### src/rtl/adc_timing_mon.sv
module adc_timing_mon #(
  parameter int unsigned MIN_STROBE = 8,
  parameter int unsigned MAX_RC_LOW = 600
) (
  input  logic clk,
  input  logic rst_n,
  input  logic start,
  input  logic cs_n,
  input  logic rc_n,
  output logic short_o,
  output logic long_o
);
  localparam int unsigned RW = $clog2(MIN_STROBE + 1);
  localparam int unsigned HW = $clog2(MAX_RC_LOW + 1);
  localparam logic [RW-1:0] MIN_V = RW'(MIN_STROBE);
  localparam logic [HW-1:0] MAX_V = HW'(MAX_RC_LOW);

  logic          strobe_low;
  logic          in_strb_q, in_strb_d;
  logic [RW-1:0] run_q, run_d;
  logic          hold_trk_q, hold_trk_d;
  logic [HW-1:0] hold_q, hold_d;
  logic          short_q, short_d, long_q, long_d;

  assign strobe_low = !cs_n && !rc_n;

  always_comb begin
    in_strb_d  = in_strb_q;
    run_d      = run_q;
    hold_trk_d = hold_trk_q;
    hold_d     = hold_q;
    short_d    = 1'b0;
    long_d     = 1'b0;
    if (start) begin
      in_strb_d  = 1'b1;
      run_d      = RW'(1);
      hold_trk_d = 1'b1;
      hold_d     = HW'(1);
    end else begin
      if (in_strb_q) begin
        if (strobe_low) begin
          if (run_q < MIN_V) run_d = run_q + 1'b1;
        end else begin
          in_strb_d = 1'b0;
          short_d   = (run_q < MIN_V);
        end
      end
      if (hold_trk_q) begin
        if (!rc_n) begin
          if (hold_q == MAX_V) begin
            long_d     = 1'b1;
            hold_trk_d = 1'b0;
          end else begin
            hold_d = hold_q + 1'b1;
          end
        end else begin
          hold_trk_d = 1'b0;
        end
      end
    end
  end

  always_ff @(posedge clk or negedge rst_n) begin
    if (!rst_n) begin
      in_strb_q  <= 1'b0;
      run_q      <= '0;
      hold_trk_q <= 1'b0;
      hold_q     <= '0;
      short_q    <= 1'b0;
      long_q     <= 1'b0;
    end else begin
      in_strb_q  <= in_strb_d;
      run_q      <= run_d;
      hold_trk_q <= hold_trk_d;
      hold_q     <= hold_d;
      short_q    <= short_d;
      long_q     <= long_d;
    end
  end

  assign short_o = short_q;
  assign long_o  = long_q;
endmodule

### config.mk
export PLATFORM = sky130hd
export DESIGN_NAME = adc_timing_mon
export DESIGN_NICKNAME = d
export VERILOG_FILES = /design/src/rtl/adc_timing_mon.sv
export SDC_FILE = /design/constraint.sdc
export NUM_CORES = 1
export LEC_CHECK = 0
export ABC_AREA = 1
export CAP_MARGIN = 20
export CELL_PAD_IN_SITES_DETAIL_PLACEMENT = 1
export CELL_PAD_IN_SITES_GLOBAL_PLACEMENT = 2
export CORE_MARGIN = 1
export CORE_UTILIZATION = 35
export DETAILED_ROUTE_END_ITERATION = 16
export HOLD_SLACK_MARGIN = 0.03
export PLACE_DENSITY_LB_ADDON = 0.1
export SYNTH_ARGS = -nofsm -noshare
export SYNTH_HDL_FRONTEND = slang
export SYNTH_SLANG_ARGS = --single-unit
### constraint.sdc
create_clock -name clk -period 2.1 [get_ports clk]
set_input_delay 0.315 -clock clk [delete_from_list [all_inputs] [get_ports clk]]
set_output_delay 0.315 -clock clk [all_outputs]
set_load 0.05 [all_outputs]
# Word level (Yosys, flattened, before mapping)
# Cells that the tools add are included.
totals:
  mem_count: 0
  romBits: 0
  wordCells: 43
  latchBits: 0
  ram_bits: 0
  reg_bits: 18
classes:
  n_shift: 0
  bitwise_logic: 0
  muxes: 22
  n_div: 0
  n_eq_ne: 3
  n_reduce_logical: 9
  magnitude_cmp: 1
  add_sub_neg: 2
  n_mul: 0
ops:
  columns: ["operator", "count"]
  rows:
  - ["$mux 10", 4]
  - ["$mux 4", 4]
  - ["$mux 1", 14]
  - ["$add 10x1->10 const B", 1]
  - ["$eq 10x10->1 const B", 1]
  - ["$reduce_bool 2->1", 4]
  - ["$reduce_and 3->1", 2]
  - ["$add 4x1->4 const B", 1]
  - ["$lt 4x4->1 const B", 1]
  - ["$ne 2x2->1 const B", 2]
  - ["$logic_not 1->1", 2]
  - ["$logic_and 1x1->1", 1]

# Longest topological paths before layout
logic_depth:
  word_depth: 5
  mapped_depth: 11
  mapped_depth_nobuf: 10

# Worst setup path after synthesis
# Ideal clock, no wire load.
synth_path:
  kind: "reg-to-reg"
  from: "register hold_q[0]"
  to: "register hold_q[0]"
  required_time_ns: 1.979
  path_buffers: 1
  t_arrival_ns: 1.257
  setup_ns: 0.121
  period_less_slack_ns: 1.378
  stages_incl_launch_ff: 11
  setup_slack_ns: 0.722
  path_cell_list: "dfrtp_1 > inv_1 > ha_1 > inv_1 > nor2_1 > nand3_1 > nor2_1 > nor2_1 > buf_2 > a21oi_1 > nand2_1"
synth_via:
  elab_chain_len: 5
synth_lines:
  columns: ["item", "line", "text"]
  rows:
  - ["start: declaration", "22", "logic [HW-1:0] hold_q, hold_d;"]
  - ["start signal: assignment", "75", "hold_q <= hold_d;"]
  - ["$add 10x1->10", "54", "hold_d = hold_q + 1'b1;"]
  - ["$mux 10", "50", "if (hold_q == MAX_V) begin"]
  - ["$mux 10", "49", "if (!rc_n) begin"]
  - ["$mux 10", "48", "if (hold_trk_q) begin"]
  - ["$mux 10", "34", "if (start) begin"]
# Several ways; a longest one is shown, not always the timed one. The select of a mux whose other input is x is not followed.
# A chain may end at the register's enable or synchronous reset.

# Worst setup path after layout
layout_path:
  from: "register short_q, in the netlist short_o"
  to: "output port short_o"
layout_lines:
  columns: ["item", "line", "text"]
  rows:
  - ["start: declaration", "23", "logic short_q, short_d, long_q, long_d;"]
  - ["start signal: assignment", "76", "short_q <= short_d;"]
  - ["end: declaration", "10", "output logic short_o,"]
# No word-level cell between the ends.

==> metrics.csv <==
metric,value,unit
crit_chain,clkdlybuf4s50_1,
port_buffers,6,
p_sw,0.000169,W
ys_ff_latch,18,
wirelength,2280,um
cp-start-kind,flip-flop,
antenna_found_initial,0,
fin_ws,336,ps
hold_ws,329,ps
overflow,0,
tightest_slew,522,ps
die_w,55.0,um
mostFrequentLayoutCells,"44 x nand2_1, 21 x inv_1, 18 x dfrtp_1",
status,"complete, no violations",
grt_pass1_vias,814,
grt_start_max_net_pins,19,
slew_headroom,65.1,%
fin_nets,153,
syn-num-nets,143,
cts-buffers-inserted,3,
cp-end-kind,primary output,
routedWlPerCell,13.1,um
synthDistinctLibCells,17,
r2r_start,hold_q[0],
antenna_cells,0,
hold_viol,0,
root_buffer,clkbuf_4,
cellPowerDensity,587,nW/um2
clk_latency,300,ps
share_comb_of_total_power,10.7,%
drtIter0Drc,20,
rsz0062_at_grt,false,
synth.cell_area,985,um2
initial_core_util,38.4,%
cap_violations,0,
reg2reg_depth,10,
syn_inst,135,
first_pass_iters,4,
cts_resized,0,
grt_first_pass_wirelength,3750,um
syn_to_final_growth,13.5,%
place.gp.congestion,0.744,
final_cells,174,
cpMaxStageDelayCell,clkdlybuf4s50_1,
dp_cells,170,
crit_cells,1,
ir_worst_vdd,385,uV
swShare,25.7,%
syn_avg_cell_area,7.29,um2
rows,18,
period_minus_slack,1760,ps
antenna_left,0,
io-pin-count,7,
path_clk_slew,110,ps
skew,7.33,ps
fp.dieH,55.0,um
p_leak,0.587,nW
dp_worst_setup_slack,352,ps
cts-htree-levels,1,
vias,850,
synth-warning-count,0,
setup_viol,0,
worst-setup-path-type,flip-flop to primary output,
worstPathRequired,1780,ps
final_common_cell,nand2_1,
final_util,43.5,%
seq_area_frac_synth,45.7,%
viasPerCell,4.89,
drive_gt1_share,6.25,%
cts_tree,yes,
crit_path_max_fanout,1,
track_usage,18.0,%
r2r_slack,340,ps
fmax,0.567,GHz
drcViolationCount,0,
r2r_end,hold_q[9],
p_clk_share,33.4,%
tns,0,ps
cts-hold-fix-buffers,0,
slowest_delay,810,ps
slew_violations,0,
cts_buffer_depth,2,
cts_sinks,18,
crit_family,buffers and inverters,
hold_class,input port to asynchronous set/reset pin,
period_share,84.0,%
worst-path-buf-inv,1,
place_hpwl,1750,um
post_cts_buffers,0,
core-area,2570,um2
worstPathArrival,1450,ps
p_int,0.000488,W
pwr-share-seq,55.9,%
die_area,3030,um2
==> worst max-delay path by stage <==
| stage | startpoint | end | slack, ps |
|---|---|---|---|
| CTS | hold_q[0] | hold_q[9] | 310 |
| global placement | rc_n | hold_q[4] | 450 |
| global route | hold_q[0] | hold_q[9] | 90 |
| finish | short_o | short_o | 340 |
| detailed placement | hold_q[0] | hold_q[9] | 350 |
| floorplan | hold_q[0] | hold_q[0] | 720 |
==> sequential cells by signal (all words and copies together), names as in the netlist <==
signal	cells
hold_q	10
run_q	4
in_strb_q	1
long_o	1
short_o	1
hold_trk_q	1
==> synthesized netlist by cell type <==
cell	n	share of area, %
inv_1	21	8.0
buf_2	1	0.51
a21oi_1	3	1.5
ha_1	3	3.8
nand4_1	9	5.7
nor2_1	13	5.0
o21ai_0	2	1.0
nor4_1	1	0.64
nand3b_1	1	0.76
buf_4	1	0.76
nand2_1	44	17
xor2_1	1	0.89
nor2_2	1	0.64
clkbuf_1	1	0.38
nand3_1	13	6.6
or2_2	2	1.3
dfrtp_1	18	46
==> stage by stage <==
step / area [um2] / total power (W)
3_5_place_dp: 1080 / 0.000446
6_report: 1120 / 0.000656
2_1_floorplan: 985 / 0.000413
4_1_cts: 1120 / 0.000669
5_1_grt: 1120 / 0.000701
3_3_place_gp: 1080 / 0.000444
==> layout make-up <==
cell class                 count  area, um2
fill                         340       1450
sequential                    18        450
multi-input combinational     93        439
inverter                      21       78.8
timing repair buffer           8       75.1
tap                           30       37.5
clock buffer                   4       36.3
==> cell families after synthesis <==
family / count (synthesis) / share of synthesized area [%]
and+or+nand+nor: 84 / 37.4
buffers and inverters: 24 / 9.66
DFF: 18 / 45.7
adders and majority gates: 3 / 3.81
xor gates and xnor gates: 1 / 0.890
AOI/OAI and AO/OA: 5 / 2.54
==> power groups by stage <==
stage | clock [W] | sequential, W | combinational (W)
after global routing | 0.000251 | 0.000369 | 0.0000810
after CTS | 0.000230 | 0.000367 | 0.0000721
after floorplan | 0 | 0.000376 | 0.0000372
after detailed placement | 0 | 0.000374 | 0.0000715
after global placement | 0 | 0.000373 | 0.0000705
final | 0.000219 | 0.000367 | 0.0000704
==> routing by layer <==
metal / vias up / global-route usage (%) / wire length, um
met4: 0 / 6.25 / 13
met2: 8 / 27.1 / 1020
li1: 443 / - / -
met5: - / 0 / 0
met3: 2 / 3.28 / 49
met1: 397 / 25.5 / 1200
No activity file was read; power rests on OpenSTA's default activity.
